<file path="config.mk">
export PLATFORM = sky130hd
export DESIGN_NAME = spk_tone_ctrl
export DESIGN_NICKNAME = d
export VERILOG_FILES = /design/src/rtl/spk_tone_pkg.sv /design/src/rtl/spk_regs.sv /design/src/rtl/spk_half_counter.sv /design/src/rtl/spk_mixer.sv /design/src/rtl/spk_tone_ctrl.sv
export SDC_FILE = /design/constraint.sdc
export NUM_CORES = 1
export LEC_CHECK = 0
export BUFFER_PORTS_ARGS = -buffer_cell sky130_fd_sc_hd__buf_2
export CORE_MARGIN = 3
export CORE_UTILIZATION = 30
export CTS_CLUSTER_SIZE = 14
export DETAILED_ROUTE_END_ITERATION = 6
export PLACE_DENSITY_LB_ADDON = 0.12
export SETUP_SLACK_MARGIN = 0.2
export SYNTH_ARGS = -nofsm -noshare
export SYNTH_HDL_FRONTEND = slang
export SYNTH_SLANG_ARGS = --single-unit
</file>
<file path="constraint.sdc">
create_clock -name clk -period 1.8 [get_ports clk]
set_input_delay 0.27 -clock clk [delete_from_list [all_inputs] [get_ports clk]]
set_output_delay 0.27 -clock clk [all_outputs]
set_load 0.02 [all_outputs]
</file>
<file path="src/rtl/spk_tone_pkg.sv">
package spk_tone_pkg;
  localparam int ADDR_CTRL     = 0;
  localparam int ADDR_DIV_BASE = 1;
  localparam int CTRL_GATE_BIT = 0;
  localparam int CTRL_DATA_BIT = 1;

  typedef struct packed {
    logic data;
    logic gate;
  } spk_ctrl_t;
endpackage

</file>
<file path="src/rtl/spk_regs.sv">
module spk_regs
  import spk_tone_pkg::*;
#(
  parameter int ADDR_W = 2,
  parameter int DATA_W = 8,
  parameter int CNT_W  = 16
) (
  input  logic              clk,
  input  logic              rst,
  input  logic              wr_en,
  input  logic [ADDR_W-1:0] wr_addr,
  input  logic [DATA_W-1:0] wr_data,
  output spk_ctrl_t         ctrl,
  output logic [CNT_W-1:0]  divisor
);
  localparam int LANES = CNT_W / DATA_W;

  spk_ctrl_t ctrl_q;

  always_ff @(posedge clk) begin
    if (rst) begin
      ctrl_q <= '0;
    end else if (wr_en && wr_addr == ADDR_W'(ADDR_CTRL)) begin
      ctrl_q.gate <= wr_data[CTRL_GATE_BIT];
      ctrl_q.data <= wr_data[CTRL_DATA_BIT];
    end
  end

  assign ctrl = ctrl_q;

  for (genvar i = 0; i < LANES; i++) begin : g_lane
    logic [DATA_W-1:0] byte_q;
    always_ff @(posedge clk) begin
      if (rst) begin
        byte_q <= '0;
      end else if (wr_en && wr_addr == ADDR_W'(ADDR_DIV_BASE + i)) begin
        byte_q <= wr_data;
      end
    end
    assign divisor[i*DATA_W +: DATA_W] = byte_q;
  end
endmodule

</file>
<file path="src/rtl/spk_half_counter.sv">
module spk_half_counter #(
  parameter int CNT_W = 16
) (
  input  logic             clk,
  input  logic             rst,
  input  logic             gate,
  input  logic             tick_en,
  input  logic [CNT_W-1:0] divisor,
  output logic [CNT_W-1:0] cnt,
  output logic             wave
);
  localparam logic [CNT_W-1:0] HALF_MAX = {1'b1, {(CNT_W-1){1'b0}}};

  logic [CNT_W-1:0] half;
  logic [CNT_W-1:0] cnt_q;
  logic             wave_q;

  always_comb begin
    half = divisor >> 1;
    if (half == '0) half = HALF_MAX;
  end

  always_ff @(posedge clk) begin
    if (rst) begin
      cnt_q  <= '0;
      wave_q <= 1'b1;
    end else if (!gate) begin
      wave_q <= 1'b1;
    end else if (tick_en) begin
      if (cnt_q == '0) begin
        cnt_q <= half;
      end else if (cnt_q == CNT_W'(1)) begin
        cnt_q  <= half;
        wave_q <= ~wave_q;
      end else begin
        cnt_q <= cnt_q - CNT_W'(1);
      end
    end
  end

  assign cnt  = cnt_q;
  assign wave = wave_q;
endmodule

</file>
<file path="src/rtl/spk_mixer.sv">
module spk_mixer (
  input  logic clk,
  input  logic rst,
  input  logic data,
  input  logic gate,
  input  logic wave,
  output logic spk
);
  logic spk_q;

  always_ff @(posedge clk) begin
    if (rst) spk_q <= 1'b0;
    else     spk_q <= data & (gate ? wave : 1'b1);
  end

  assign spk = spk_q;
endmodule

</file>
<file path="src/rtl/spk_tone_ctrl.sv">
module spk_tone_ctrl
  import spk_tone_pkg::*;
#(
  parameter int ADDR_W = 2,
  parameter int DATA_W = 8,
  parameter int CNT_W  = 16
) (
  input  logic              clk,
  input  logic              rst,
  input  logic              wr_en,
  input  logic [ADDR_W-1:0] wr_addr,
  input  logic [DATA_W-1:0] wr_data,
  input  logic              tick_en,
  output logic              spk_out
);
  spk_ctrl_t        ctrl;
  logic [CNT_W-1:0] divisor;
  logic [CNT_W-1:0] cnt_q;
  logic             wave_q;
  logic             gate_q;
  logic             data_q;

  spk_regs #(.ADDR_W(ADDR_W), .DATA_W(DATA_W), .CNT_W(CNT_W)) u_regs (
    .clk(clk), .rst(rst), .wr_en(wr_en), .wr_addr(wr_addr),
    .wr_data(wr_data), .ctrl(ctrl), .divisor(divisor)
  );

  assign gate_q = ctrl.gate;
  assign data_q = ctrl.data;

  spk_half_counter #(.CNT_W(CNT_W)) u_cnt (
    .clk(clk), .rst(rst), .gate(gate_q), .tick_en(tick_en),
    .divisor(divisor), .cnt(cnt_q), .wave(wave_q)
  );

  spk_mixer u_mix (
    .clk(clk), .rst(rst), .data(data_q), .gate(gate_q),
    .wave(wave_q), .spk(spk_out)
  );
endmodule

</file>
Word-level counts from Yosys, hierarchy flattened

Cells that the tools add are included.

Input port bits: 14
Bits in registers: 36
Output and inout port bits: 1
Logic and storage cells: 28

Bitwise logic cells: 4
Eq/ne operators: 3
Muxes and demuxes: 4
Add/sub/neg operators: 1
Reduce and logical (&&, ||, !) cells: 9

Operators with widths:

| cell                                                | number |
|---|---|
| two-way mux 16 bit                                  | 3 |
| logical NOT 16 bit                                  | 2 |
| == test 16 x 1 -> 1 bit (second input constant)     | 1 |
| subtractor 16 x 1 -> 16 bit (second input constant) | 1 |
| logical AND 1 bit                                   | 3 |
| NOT 1 bit                                           | 3 |
| AND reduction 3 bit                                 | 1 |
| == test 2 x 1 -> 1 bit (second input constant)      | 1 |
| == test 2 bit (second input constant)               | 1 |
| logical NOT 2 bit                                   | 1 |
| AND reduction 2 bit                                 | 1 |
| OR reduction 2 bit                                  | 1 |
| AND 1 bit                                           | 1 |
| two-way mux 1 bit                                   | 1 |

Depth between registers and ports, before layout

Depth in word-level cells: 4
Gate-level depth with buffers: 9
Depth with buffers taken out: 7

Cells and area by module

Synthesis repeated with hierarchy kept, for this count alone.

Cell total of the unflattened synthesis: 218
Area total of the unflattened synthesis: 1966.9 um^2

By module, submodules not included:

| module           | instances | cells an instance | area an instance (um^2) | seq. area each (um^2) |
|---|---|---|---|---|
| spk_half_counter | 1         | 145               | 1163.6                  | 340.3 |
| spk_regs         | 1         | 70                | 757.0                   | 360.3 |
| spk_mixer        | 1         | 3                 | 46.3                    | 20.0 |

Least setup slack after synthesis

No wires, ideal clock.

Path type: register -> register
Start point: register u_cnt.cnt_q[0] (netlist: u_cnt.cnt[0])
End point: register u_cnt.cnt_q[14] (netlist: u_cnt.cnt[14])
Required time: 1684 ps
Path buffers: 1
Clock period less this slack: 1863 ps
Cell stages (with the launch flop): 9
Data arrival time: 1747 ps
Setup time: 116 ps
Slack: -63 ps
Cell sequence: dfxtp_1 inv_1 ha_1 clkbuf_1 nor2_1 nand3b_1 or2_2 or3_1 o211a_1

Longest elaborated chain between the ends: 3
Elaborated cells on any way between the ends: 5
Those cells by class: add/sub: 1; eq/ne: 1; mux: 2; reduce/logical: 1

Ends and longest elaborated chain:

| element                                                                | line                                           | source |
|---|---|---|
| from (decl)                                                            | spk_half_counter.sv:15                         | `logic [CNT_W-1:0] cnt_q;` |
| from (signal assigned)                                                 | spk_half_counter.sv:31                         | `cnt_q <= half;` |
| from (signal assigned)                                                 | spk_half_counter.sv:33                         | `cnt_q <= half;` |
| from (signal assigned)                                                 | spk_half_counter.sv:36                         | `cnt_q <= cnt_q - CNT_W'(1);` |
| subtractor 16 x 1 -> 16 bit or == test 16 x 1 -> 1 bit (tied branches) | spk_half_counter.sv:36, spk_half_counter.sv:32 |  |
| two-way mux 16 bit                                                     | spk_half_counter.sv:32                         | `end else if (cnt_q == CNT_W'(1)) begin` |
| two-way mux 16 bit (*)                                                 | spk_half_counter.sv:30                         | `if (cnt_q == '0) begin` |

Mark *: on every way between the ends. The rest lies on a longest branch, timed or not.
A chain may end at the register's enable or synchronous reset.

Final worst setup path

Start point: register u_cnt.cnt_q[8] (netlist: u_cnt.cnt[8])
End point: register u_cnt.cnt_q[3] (netlist: u_cnt.cnt[3])

Longest elaborated chain between the ends: 3
Elaborated cells on any way between the ends: 4
Those cells by class: eq/ne: 1; mux: 2; reduce/logical: 1

Ends and longest elaborated chain:

| element                 | line |
|---|---|
| == test 16 x 1 -> 1 bit | spk_half_counter.sv:32 |
| two-way mux 16 bit      | spk_half_counter.sv:32 |
| two-way mux 16 bit (*)  | spk_half_counter.sv:30 |

Marked as above.

==> flow_metrics.env <==
export IMPL_cp_arrival_ns=1.98
export IMPL_finalClockSkew_ns=0.00171
export IMPL_firstDrtPassIters=4
export IMPL_slew_headroom=0.631
export IMPL_fin_crit_sh=0.977
export IMPL_cap_violations=0
export IMPL_outcome="finished clean"
export IMPL_synth_edf_count=0
export IMPL_finalHoldViolations=0
export IMPL_io_pins=15
export IMPL_combPwrFrac=0.245
export IMPL_synth_top_area_cell="dfxtp_1"
export IMPL_gp_congestion=0.773
export IMPL_worstSkewPairLatency_ns=0.29
export IMPL_p_int_mw=1.29
export IMPL_worst_pin_slew_ns=0.552
export IMPL_viasPerCell=5.12
export IMPL_drc=0
export IMPL_p_leak_nw=1.04
export IMPL_worstSetupPathType="reg2reg"
export IMPL_synthXorXnorAreaFrac=0.00470
export IMPL_p_seq_frac=0.443
export IMPL_drtIter0Drc=81
export IMPL_fill_cells=625
export IMPL_crit_fanout=9
export IMPL_startpoint_type="register"
export IMPL_rsz0062_at_grt="yes"
export IMPL_drt_wl_total_um=5380
export IMPL_slew_viol_final=0
export IMPL_hpwl_um=4010
export IMPL_root_buffer="clkbuf_8"
export IMPL_synthCells=210
export IMPL_max_vdd_ir_drop_uv=415
export IMPL_synth_common_cells="35 x dfxtp_1, 31 x nor2_1, 23 x mux2i_1, 11 x inv_1"
export IMPL_synth_adder_area_share=0.0134
export IMPL_switching_share=0.300
export IMPL_diodes=0
export IMPL_final_util=0.407
export IMPL_fmax_ghz=0.569
export IMPL_post_synth_instance_area_um2=1860
export IMPL_io_buffers=14
export IMPL_nNetsFinal=265
export IMPL_hold_class="in2reg"
export IMPL_yosys_warnings=0
export IMPL_cts_sinks=35
export IMPL_ys_seq_area_frac=0.376
export IMPL_rows=28
export IMPL_cts_buffers_inserted=5
export IMPL_grt_overflow=0
export IMPL_avgSynthCellArea_um2=8.88
export IMPL_synth_compound_area_share=0.161
export IMPL_required_ns=2.03
export IMPL_clk_pin_slew_worst_paths_ns=0.07
export IMPL_period_needed_ns=1.76
export IMPL_synth_seq_cells=35
export IMPL_final_cell_area_um2=2420
export IMPL_drive_above_1_share=0.348
export IMPL_synthSimpleGateAreaFrac=0.259
export IMPL_die_y_um=84.8
export IMPL_synthesis_nets=226
export IMPL_antenna_found_initial=0
export IMPL_pre_cts_slack_ns=0.000247
export IMPL_end_kind="register"
export IMPL_chipWidth_um=84.8
export IMPL_ys_top_cells_by_area="dfxtp_1 38%, mux2i_1 12%, nor2_1 6.2%"
export IMPL_net_switching_power_mw=0.551
export IMPL_initial_utilization=0.313
export IMPL_final_antenna_net_count=0
export IMPL_yosysUniqueCellTypes=48
export IMPL_wl_per_cell_um=16.5
export IMPL_dieArea_um2=7200
export IMPL_cts_tree="built"
export IMPL_grt_max_degree=27
export IMPL_ys_flop_type="dfxtp_1"
export IMPL_grt_pass1_wl_um=9000
export IMPL_htreeDepth=2
export IMPL_fin_setup_tns_ns=0
export IMPL_powerDensity_nw_per_um2=759
export IMPL_cts_max_path_buffers=2
export IMPL_yosysTopAreaCellShare=0.376
export IMPL_async_flop_share=0
export IMPL_placed_area_um2=2210
export IMPL_gr_usage_all_layers=0.159
export IMPL_area_growth_pct=29.9
export IMPL_synthMuxAreaShare=0.132
export IMPL_setup_ws_ns=0.0423
export IMPL_synth_top_family_by_area="simple AND/OR/NAND/NOR gates"
export IMPL_yosysMostFrequentCell="dfxtp_1"
export IMPL_p_clk_frac=0.312
export IMPL_grt_pass1_vias=1747
export IMPL_vias=1664
export IMPL_setup_viol=0
export IMPL_core_um2=5960
[kinds of logic after synthesis]
family	after synthesis
multiplexers	24
XOR/XNOR	1
AND/OR/NAND/NOR	83
AO/OA/AOI/OAI	42
adder cells (fa/ha/maj)	2
buffers and inverters	23
flip-flops	35
[cell usage in the layout, fill, tap and decap left out, types with 4 or more instances in the layout]
cell type / count
nand3_1: 6
buf_2: 14
a21oi_1: 7
mux2i_1: 22
dfxtp_2: 6
clkbuf_8: 5
nor4_4: 4
buf_4: 29
nand2_1: 7
inv_1: 9
o21ai_0: 6
nor2_1: 27
o32ai_1: 5
nand3b_1: 5
nor2b_1: 5
dfxtp_1: 29
[registers in the layout, summed over array words and instances, names as in the netlist]
signal,count
u_cnt.cnt,16
u_regs.g_lane.byte_q,15
u_regs.ctrl,2
u_cnt.wave,1
u_mix.spk,1
[layout make-up]
type	count	area (um2)	area share
clock buffers	6	72.6	0.0300
clock inverters	2	12.5	0.00517
inverters	11	41.3	0.0170
multi-input cells	152	1190	0.490
flip-flops and latches	35	708	0.292
well taps	75	93.8	0.0387
repair buffers	44	308	0.127
[per-layer routing]
layer	wire, um	vias to the layer above	GRT usage
li1	-	841	-
met1	2600	779	0.213
met2	2510	34	0.254
met3	157	10	0.0320
met4	109	0	0.0604
met5	0	-	0
[path summary, 6_finish.rpt]
| check | start | slack [ns] | cells past startpoint | endpoint |
|---|---|---|---|---|
| worst max-delay path | u_cnt.cnt[8]$_SDFFE_PP0P_ | 0.04 | 6 | u_cnt.cnt[3]$_SDFFE_PP0P_ |
| worst min-delay path | wr_data[3] | 0.23 | 3 | u_regs.g_lane[0].byte_q[3]$_SDFFE_PP0P_ |
| worst max register to register | u_cnt.cnt[8]$_SDFFE_PP0P_ | 0.04 | 6 | u_cnt.cnt[3]$_SDFFE_PP0P_ |
| worst min register to register | u_regs.ctrl[0]$_SDFFE_PP0P_ | 0.47 | 1 | u_cnt.wave$_SDFFE_PP1P_ |
[power groups by stage]
stage	clock, mW	sequential, mW	combinational (mW)
CTS	0.598	0.815	0.420
finish	0.574	0.815	0.450
floorplan	0	0.827	0.268
detailed placement	0	0.833	0.395
global placement	0	0.832	0.399
global route	0.636	0.817	0.491
[per-stage QoR]
| stage | power [mW] | cells | hold slack (ns) |
|---|---|---|---|
| floorplan | 1.09 | 210 | 0.413 |
| detailed placement | 1.23 | 312 | 0.451 |
| global route | 1.94 | 325 | 0.242 |
| finish | 1.84 | 325 | 0.230 |
| global placement | 1.23 | 312 | 0.440 |
| CTS | 1.83 | 324 | 0.229 |
[what timing repair did]
action,4_1_cts,5_1_grt
gates cloned,0,0
endpoints found under the setup margin,16,17
pin swaps,7,6
endpoints found under the hold margin,0,0
resized for setup,10,12
hold buffers,0,0
buffers inserted,4,1
[worst max-delay path, stage by stage (launching register included)]
cell and delay [ns]:
dfxtp_2 0.34, nor4_4 0.39, nand4_4 0.14, or2_4 0.27, buf_12 0.15, mux2_4 0.29, o2bb2ai_2 0.11
(Power assumes the default switching activity.)
